<file path="config.mk">
export PLATFORM = sky130hd
export DESIGN_NAME = wdt_keyed_timer
export DESIGN_NICKNAME = d
export VERILOG_FILES = /design/src/rtl/wdt_pkg.sv /design/src/rtl/wdt_prescaler.sv /design/src/rtl/wdt_counter.sv /design/src/rtl/wdt_pulse.sv /design/src/rtl/wdt_keyed_timer.sv
export SDC_FILE = /design/constraint.sdc
export NUM_CORES = 1
export LEC_CHECK = 0
export CAP_MARGIN = 40
export CORE_AREA = 5 5 61 52
export DETAILED_ROUTE_END_ITERATION = 12
export DIE_AREA = 0 0 66 57
export DONT_BUFFER_PORTS = 1
export PLACE_DENSITY_LB_ADDON = 0.1
export SLEW_MARGIN = 20
export SYNTH_ARGS = -nofsm -noshare
export SYNTH_HDL_FRONTEND = slang
export SYNTH_SLANG_ARGS = --single-unit
</file>
<file path="constraint.sdc">
create_clock -name clk_i -period 2 [get_ports clk_i]
set_input_delay 0.3 -clock clk_i [delete_from_list [all_inputs] [get_ports clk_i]]
set_output_delay 0.3 -clock clk_i [all_outputs]
set_load 0.005 [all_outputs]
</file>
<file path="src/rtl/wdt_pkg.sv">
package wdt_pkg;
  localparam int CKS_W = 3;
  localparam logic [7:0] KEY_CNT = 8'h5A;
  localparam logic [7:0] KEY_CTL = 8'hA5;

  typedef enum logic {SEL_CTL = 1'b0, SEL_CNT = 1'b1} sel_e;

  typedef struct packed {
    logic             flag;
    logic             mode;   // 1 = interval
    logic             en;
    logic [CKS_W-1:0] cks;
  } ctl_t;
endpackage

</file>
<file path="src/rtl/wdt_prescaler.sv">
module wdt_prescaler #(
  parameter int CKS_W = 3
) (
  input  logic             clk_i,
  input  logic             rst_ni,
  input  logic             en_i,
  input  logic [CKS_W-1:0] cks_i,
  output logic             tick_o
);
  localparam int PRE_W = (1 << CKS_W) - 1;

  logic [PRE_W-1:0] pre_q;
  logic [PRE_W-1:0] mask;

  always_ff @(posedge clk_i or negedge rst_ni) begin
    if (!rst_ni)    pre_q <= '0;
    else if (!en_i) pre_q <= '0;
    else            pre_q <= pre_q + 1'b1;
  end

  // tap k fires when the low k bits are all ones
  always_comb begin
    mask   = (PRE_W'(1) << cks_i) - PRE_W'(1);
    tick_o = en_i && ((pre_q & mask) == mask);
  end

  p_pre_clear_r6: assert property (@(posedge clk_i) disable iff (!rst_ni)
    !en_i |=> (pre_q == '0));
endmodule

</file>
<file path="src/rtl/wdt_counter.sv">
module wdt_counter #(
  parameter int W = 8
) (
  input  logic         clk_i,
  input  logic         rst_ni,
  input  logic         tick_i,
  input  logic         wr_i,
  input  logic [W-1:0] wdata_i,
  output logic [W-1:0] cnt_o,
  output logic         ovf_o
);
  logic [W-1:0] cnt_q;

  always_ff @(posedge clk_i or negedge rst_ni) begin
    if (!rst_ni)     cnt_q <= '0;
    else if (wr_i)   cnt_q <= wdata_i;
    else if (tick_i) cnt_q <= cnt_q + 1'b1;
  end

  assign cnt_o = cnt_q;
  assign ovf_o = tick_i && !wr_i && (&cnt_q);

  p_hold_r6: assert property (@(posedge clk_i) disable iff (!rst_ni)
    (!tick_i && !wr_i) |=> $stable(cnt_q));
  p_wrap_r8: assert property (@(posedge clk_i) disable iff (!rst_ni)
    ovf_o |=> (cnt_q == '0));
  p_wr_wins_r11: assert property (@(posedge clk_i) disable iff (!rst_ni)
    wr_i |=> (cnt_q == $past(wdata_i)));
endmodule

</file>
<file path="src/rtl/wdt_pulse.sv">
module wdt_pulse #(
  parameter int LEN = 4
) (
  input  logic clk_i,
  input  logic rst_ni,
  input  logic fire_i,
  output logic pulse_o
);
  localparam int LEN_W = $clog2(LEN + 1);

  logic [LEN_W-1:0] left_q;

  always_ff @(posedge clk_i or negedge rst_ni) begin
    if (!rst_ni)             left_q <= '0;
    else if (fire_i)         left_q <= LEN_W'(LEN);
    else if (left_q != '0)   left_q <= left_q - 1'b1;
  end

  assign pulse_o = (left_q != '0);

  p_pulse_start_r9: assert property (@(posedge clk_i) disable iff (!rst_ni)
    fire_i |=> pulse_o);
endmodule

</file>
<file path="src/rtl/wdt_keyed_timer.sv">
module wdt_keyed_timer #(
  parameter int         CNT_W     = 8,
  parameter int         PULSE_LEN = 4,
  parameter logic [7:0] KEY_CNT   = wdt_pkg::KEY_CNT,
  parameter logic [7:0] KEY_CTL   = wdt_pkg::KEY_CTL
) (
  input  logic        clk_i,
  input  logic        rst_ni,
  input  logic        wr_en_i,
  input  logic        wr_word_i,
  input  logic        sel_i,
  input  logic [15:0] wdata_i,
  output logic [7:0]  rdata_o,
  output logic        wdt_ovf_o,
  output logic        irq_o
);
  import wdt_pkg::*;

  ctl_t             ctl_q;
  logic             tick;
  logic             ovf_evt;
  logic             cnt_wr;
  logic             ctl_wr;
  logic [CNT_W-1:0] cnt;

  assign cnt_wr = wr_en_i && wr_word_i && (sel_i == SEL_CNT) && (wdata_i[15:8] == KEY_CNT);
  assign ctl_wr = wr_en_i && wr_word_i && (sel_i == SEL_CTL) && (wdata_i[15:8] == KEY_CTL);

  wdt_prescaler #(.CKS_W(CKS_W)) u_pre (
    .clk_i (clk_i),
    .rst_ni(rst_ni),
    .en_i  (ctl_q.en),
    .cks_i (ctl_q.cks),
    .tick_o(tick)
  );

  wdt_counter #(.W(CNT_W)) u_cnt (
    .clk_i  (clk_i),
    .rst_ni (rst_ni),
    .tick_i (tick),
    .wr_i   (cnt_wr),
    .wdata_i(wdata_i[CNT_W-1:0]),
    .cnt_o  (cnt),
    .ovf_o  (ovf_evt)
  );

  wdt_pulse #(.LEN(PULSE_LEN)) u_pulse (
    .clk_i  (clk_i),
    .rst_ni (rst_ni),
    .fire_i (ovf_evt && !ctl_q.mode),
    .pulse_o(wdt_ovf_o)
  );

  always_ff @(posedge clk_i or negedge rst_ni) begin
    if (!rst_ni) begin
      ctl_q <= '0;
    end else begin
      if (ctl_wr) begin
        ctl_q.mode <= wdata_i[6];
        ctl_q.en   <= wdata_i[5];
        ctl_q.cks  <= wdata_i[CKS_W-1:0];
      end
      // overflow set beats software clear; software cannot set
      if (ovf_evt)                   ctl_q.flag <= 1'b1;
      else if (ctl_wr && !wdata_i[7]) ctl_q.flag <= 1'b0;
    end
  end

  always_comb begin
    if (sel_i == SEL_CNT) rdata_o = 8'(cnt);
    else rdata_o = {ctl_q.flag, ctl_q.mode, ctl_q.en, 2'b11, ctl_q.cks};
  end

  assign irq_o = ctl_q.flag && ctl_q.mode;

  p_flag_set_r8: assert property (@(posedge clk_i) disable iff (!rst_ni)
    ovf_evt |=> ctl_q.flag);
  p_ctl_ignore_r4: assert property (@(posedge clk_i) disable iff (!rst_ni)
    (wr_en_i && sel_i == SEL_CTL && (!wr_word_i || wdata_i[15:8] != KEY_CTL) && !ovf_evt)
    |=> $stable(ctl_q));
  p_cnt_ignore_r4: assert property (@(posedge clk_i) disable iff (!rst_ni)
    (wr_en_i && sel_i == SEL_CNT && (!wr_word_i || wdata_i[15:8] != KEY_CNT) && !tick)
    |=> $stable(cnt));
  p_no_pulse_r10: assert property (@(posedge clk_i) disable iff (!rst_ni)
    (ctl_q.mode && !wdt_ovf_o) |=> !wdt_ovf_o);
endmodule

</file>
# ---- After elaboration in Yosys (flattened, before gate mapping)
# Index checks and enable logic that the tools add are counted.
# Widths: inputs -> output; s select.
dict set report totals {
  wordCells 44
  in_bits 21
  output_inout_bits 10
  register_bits 24
}
dict set report op_classes {
  muxes 8
  reduce_logical 19
  bitwise 2
  n_eq_ne 3
  n_shift 1
  add_sub_neg 4
}
# operator count
set op_table {}
lappend op_table {{$mux 8} 3}
lappend op_table {{$logic_and 1x1->1} 11}
lappend op_table {{$add 8x1->8 const B} 1}
lappend op_table {{$eq 8x7->1 const B} 1}
lappend op_table {{$eq 8x8->1 const B} 1}
lappend op_table {{$reduce_and 8->1} 1}
lappend op_table {{$add 7x1->7 const B} 1}
lappend op_table {{$and 7x7->7} 1}
lappend op_table {{$eq 7x7->1} 1}
lappend op_table {{$mux 7} 1}
lappend op_table {{$shl 1x3->7 const A} 1}
lappend op_table {{$sub 7x2->7 const B} 1}
lappend op_table {{$mux 3} 2}
lappend op_table {{$reduce_bool 2->1} 3}
lappend op_table {{$logic_not 1->1} 3}
lappend op_table {{$reduce_bool 3->1} 1}
lappend op_table {{$sub 3x1->3 const B} 1}
lappend op_table {{$mux 1} 2}
lappend op_table {{$not 1->1} 1}

# ---- Depth between registers and ports, before layout
dict set report depth {
  ltp_word 9
  depth_mapped 6
  ltp_nobuf 5
}

# ---- Modules after synthesis
# Synthesis repeated with hierarchy kept, for this count alone.
dict set report unflattened {
  hier_cells 135
  area_unflattened_um2 1436.4
}
# module seq_area_each_um2 area_per_inst_um2 instances cells_each
set by_module_without_submodules {}
lappend by_module_without_submodules {wdt_counter 200.2 457.9 1 50}
lappend by_module_without_submodules {wdt_keyed_timer 150.1 440.4 1 32}
lappend by_module_without_submodules {wdt_prescaler 175.2 360.3 1 37}
lappend by_module_without_submodules {wdt_pulse 75.1 177.7 1 16}

# ---- Worst setup path before layout
# No wires, ideal clock.
dict set report synth_path {
  kind {reg-to-reg}
  startpoint {register ctl_q[2] (netlist name)}
  endpoint {register u_cnt.cnt_q[6] (netlist: u_cnt.cnt_o[6])}
  synth_period_minus_slack_ns 1.859
  n_path_buf 0
  t_arrival_ns 1.777
  setup_time_ns 0.082
  t_required_ns 1.918
  path_stages_with_launch 6
  path_slack_ns 0.141
  path_cell_list {dfrtp_1 -> o2bb2ai_2 -> o2111ai_4 -> or4_4 -> or3_1 -> a31oi_1}
}
dict set report synth_between {
  elab_chain_len 6
}
# element line_no
set synth_rtl {}
lappend synth_rtl {{start, declared} wdt_keyed_timer.sv:19} ;# ctl_t ctl_q;
lappend synth_rtl {{$shl 1x3->7 (*)} wdt_prescaler.sv:23} ;# mask = (PRE_W'(1) << cks_i) - PRE_W'(1);
lappend synth_rtl {{$sub 7x2->7 (*)} wdt_prescaler.sv:23}
lappend synth_rtl {{$and 7x7->7} wdt_prescaler.sv:24} ;# tick_o = en_i && ((pre_q & mask) == mask);
lappend synth_rtl {{$eq 7x7->1 (*)} wdt_prescaler.sv:24}
lappend synth_rtl {{$logic_and 1x1->1 (*)} wdt_prescaler.sv:24}
lappend synth_rtl {{$reduce_bool 2->1 (no line) (*)} n/a}
lappend synth_rtl {{end signal, assigned} wdt_counter.sv:16} ;# else if (wr_i) cnt_q <= wdata_i;
lappend synth_rtl {{end signal, assigned} wdt_counter.sv:17} ;# else if (tick_i) cnt_q <= cnt_q + 1'b1;
lappend synth_rtl {{end, declared} wdt_counter.sv:12} ;# logic [W-1:0] cnt_q;
# Mark *: on every way between the ends. The rest lies on a longest branch, timed or not.
# A chain may end at the register's enable or synchronous reset.

# ---- Final worst setup path
# Ends and elaborated chain as after synthesis.

==> out/results.md <==
Die
* Die Height: 57 um
* area of the core: 2570 sq um
* count of boundary I/O pins: 31
* Chip Width: 66 um
* number of rows in the core area: 17
* starting density of the core: 0.546
* area of the die: 3760 sq um

Route
* sum of routed wire length over all layers: 2860 um
* number of vias per cell: 5.81
* number of search-and-repair iterations in the first detailed-routing pass: 4
* number of vias in the routed layout: 1045
* routed length per instance: 15.9 um
* post-route antenna net violation count: 0
* DRC viols: 0
* Detailed Route Iter0 Violations: 38

Global routing
* pin count of the biggest net entering global routing: 25
* antenna violations before repair: 0
* aggregate global-route resource usage: 0.167
* wire length of the first global-routing pass: 4930 um
* vias in the first global route: 1045
* total overflow reported by the global router: 0

Clocking
* clock tree from TritonCTS: built
* post-CTS repair timing setup buffer count: 0
* Clock Sink Count: 24
* cts bufs inserted: 3
* clock-pin slew on the worst setup and hold paths: 0.13 ns
* clock buffer depth: 2
* H-tree depth reported by CTS: 1
* root buf cell: sky130_fd_sc_hd__clkbuf_4
* clock insertion delay at the later pin of the skew report: 0.32 ns

Timing
* final setup vio count: 0
* final worst slack: 0.0905 ns
* max-slew violation count: 0
* fin crit period: 1.91 ns
* share of the cycle needed by the critical path after routing: 0.955
* final setup skew: 0.0147 ns
* relative slew slack: 0.640
* maximum achievable frequency: 524 MHz
* Post-Route Setup TNS: 0 ns
* final number of hold-violating endpoints: 0
* slew at the pin closest to its max-slew limit: 0.540 ns

Setup path
* Worst Reg-to-Reg Cells: 5
* endpoint kind of the worst setup timing path: register
* classification of the worst setup path: register to register
* required time worst endpoint: 2.24 ns
* slowest stage cell on the critical path: sky130_fd_sc_hd__or4_4
* cells along the critical path: a21bo_4 -> o2111ai_4 -> or4_4 -> or3_1 -> a31oi_1
* CP arrival: 2.15 ns
* startpoint type of the worst setup path: register
* CP Max Fanout: 7
* biggest cell delay along the critical path: 0.52 ns

Synthesis
* largest family of logic cells by synthesized area: simple AND/OR/NAND/NOR gates
* Adder-Cell Fraction of Synth Area: 0.0356
* area fraction of the dominant cell type after synthesis: 0.427
* top cell type by total area after synthesis: sky130_fd_sc_hd__dfrtp_1
* number of instances in the synthesized netlist: 134
* netlist area before placement: 1410 sq um
* fraction of synthesized area in multiplexers: 0.0952
* XOR/XNOR Fraction of Synth Area: 0.0685
* total nets after synthesis: 159
* biggest area contributors in the synthesized netlist: sky130_fd_sc_hd__dfrtp_1, sky130_fd_sc_hd__mux2_2, sky130_fd_sc_hd__xnor2_1
* Yosys reg bits: 24
* part of the Yosys area used for sequential elements: 0.427
* synth warn: 0
* area fraction in compound gates after synthesis: 0.113
* fraction of the mapped netlist area in simple logic gates: 0.250
* Mapped Avg Cell Area: 10.5 sq um
* count of distinct cell types in the synthesized netlist: 39

Cells and area
* leading cell type in the layout, fill and taps excluded: sky130_fd_sc_hd__dfrtp_1
* commonest cells after routing, fill and taps aside: sky130_fd_sc_hd__dfrtp_1, sky130_fd_sc_hd__nand2_1, sky130_fd_sc_hd__mux2_2
* share of final-layout standard cells stronger than drive strength 1: 0.204
* antenna cell count: 0
* Net count, final: 169
* final cell utilization of the core: 0.600
* final instance area: 1540 sq um
* Area growth syn-to-layout: 9.79%
* count of filler cells inserted in the layout: 232

Hold path
* classification of the worst-slack hold path: input port to register
* Hold Path Cell Cnt: 2

Pwr
* worst IR drop on VDD: 534 uV
* final total power: 0.00128 W
* total power density per cell area: 829 nW/um^2
* cell leakage power: 0.638 nW

Job
* Maximum Capacitance Violations: 0

Placement
* worst slack after detailed placement: 0.0814 ns
* HPWL reported at the end of detailed placement: 2160 um
* placed cell areas: 1480 sq um
* # port buffers: 0
* last weighted congestion value of the routability-driven placer: 0.849

Run status
* status: finished, final reports clean

==> where the power goes <==
part | switching [W] | leakage [nW] | internal (W) | total, W
clock network | 0.000140 | 0.0138 | 0.0000705 | 0.000211
registers | 0.0000983 | 0.293 | 0.000578 | 0.000676
logic | 0.000189 | 0.331 | 0.000204 | 0.000393
==> flip-flops by register name (all words and copies together), names as in the netlist <==
name / cells
ctl_q: 6
u_cnt.cnt_o: 8
u_pulse.left_q: 3
u_pre.pre_q: 7
==> area by class of cell <==
cell class                 instances  area, sq um  area share
clock buffer                       3         22.5      0.0146
inverter                           2         7.51     0.00486
multi-input combinational        106          812       0.526
sequential                        24          602       0.390
tap                               38         47.5      0.0308
timing repair buffer               7         52.6      0.0340
==> Yosys cell counts, drive strengths merged <==
library cell and count:
a21oi 1, nor4 4, and2 8, nand4 1, a21boi 1, nor4b 1, nor2 5, o2bb2ai 1
inv 2, a31oi 1, dfrtp 24, nor3b 1, nor2b 2, o2111ai 1, xnor2 10, o31ai 1
nand4b 2, o211a 1, a211o 2, nor4bb 1, nand2b 5, and3 2, o21ai 8, and4 2
nor3 2, or4 1, mux2 11, nand3 7, nand2 12, nand4bb 1, a211oi 1, ha 4
clkbuf 2, a21bo 1, or3 3, xor2 1, mux2i 1
==> worst max-delay path: cells and delay by family (launching register included) <==
| kind | cells | cell delay [ns] |
|---|---|---|
| DFF | 1 | 0.48 |
| AOI/OAI and AO/OA | 3 | 0.48 |
| and+or+nand+nor | 2 | 0.87 |
==> cell families (layout without fill, tap and decap cells) <==
group / Yosys count / after routing
AND/OR/NAND/NOR: 60 / 60
flip-flops: 24 / 24
AO/OA/AOI/OAI: 19 / 19
multiplexers: 12 / 12
XOR/XNOR: 11 / 11
adder cells (fa/ha/maj): 4 / 4
buffers and inverters: 4 / 12
==> final timing paths <==
check / start / endpoint / slack (ns)
min in group asynchronous: rst_ni / u_cnt.cnt_o[7] / 0.50
max in group asynchronous: rst_ni / ctl_q[2] / 1.12
min: wdata_i[1] / u_cnt.cnt_o[1] / 0.09
max: ctl_q[2] / u_cnt.cnt_o[6] / 0.09
min reg2reg: ctl_q[5] / ctl_q[5] / 0.56
max reg2reg: ctl_q[2] / u_cnt.cnt_o[6] / 0.09
==> per-stage QoR <==
step	hold slack, ns	cells
final	0.0908	180
after global routing	0.0705	180
after floorplan	0.00441	134
after global placement	0.00517	175
after CTS	0.0900	179
after detailed placement	0.00511	175
==> routing by layer <==
layer  track usage  wire [um]  up-vias
met1         0.236       1330      512
met3        0.0630        178        0
met4       0.00870          0        0
met2         0.260       1350       27
met5             0          0        -
li1              -          -      506
==> repair_timing <==
item | CTS | global route
hold endpoints to repair | 24 | 24
setup endpoints to repair | 0 | 4
hold buffers | 1 | 1
gates resized for setup | 0 | 4
Note: power is estimated with default switching activity, not from simulation.
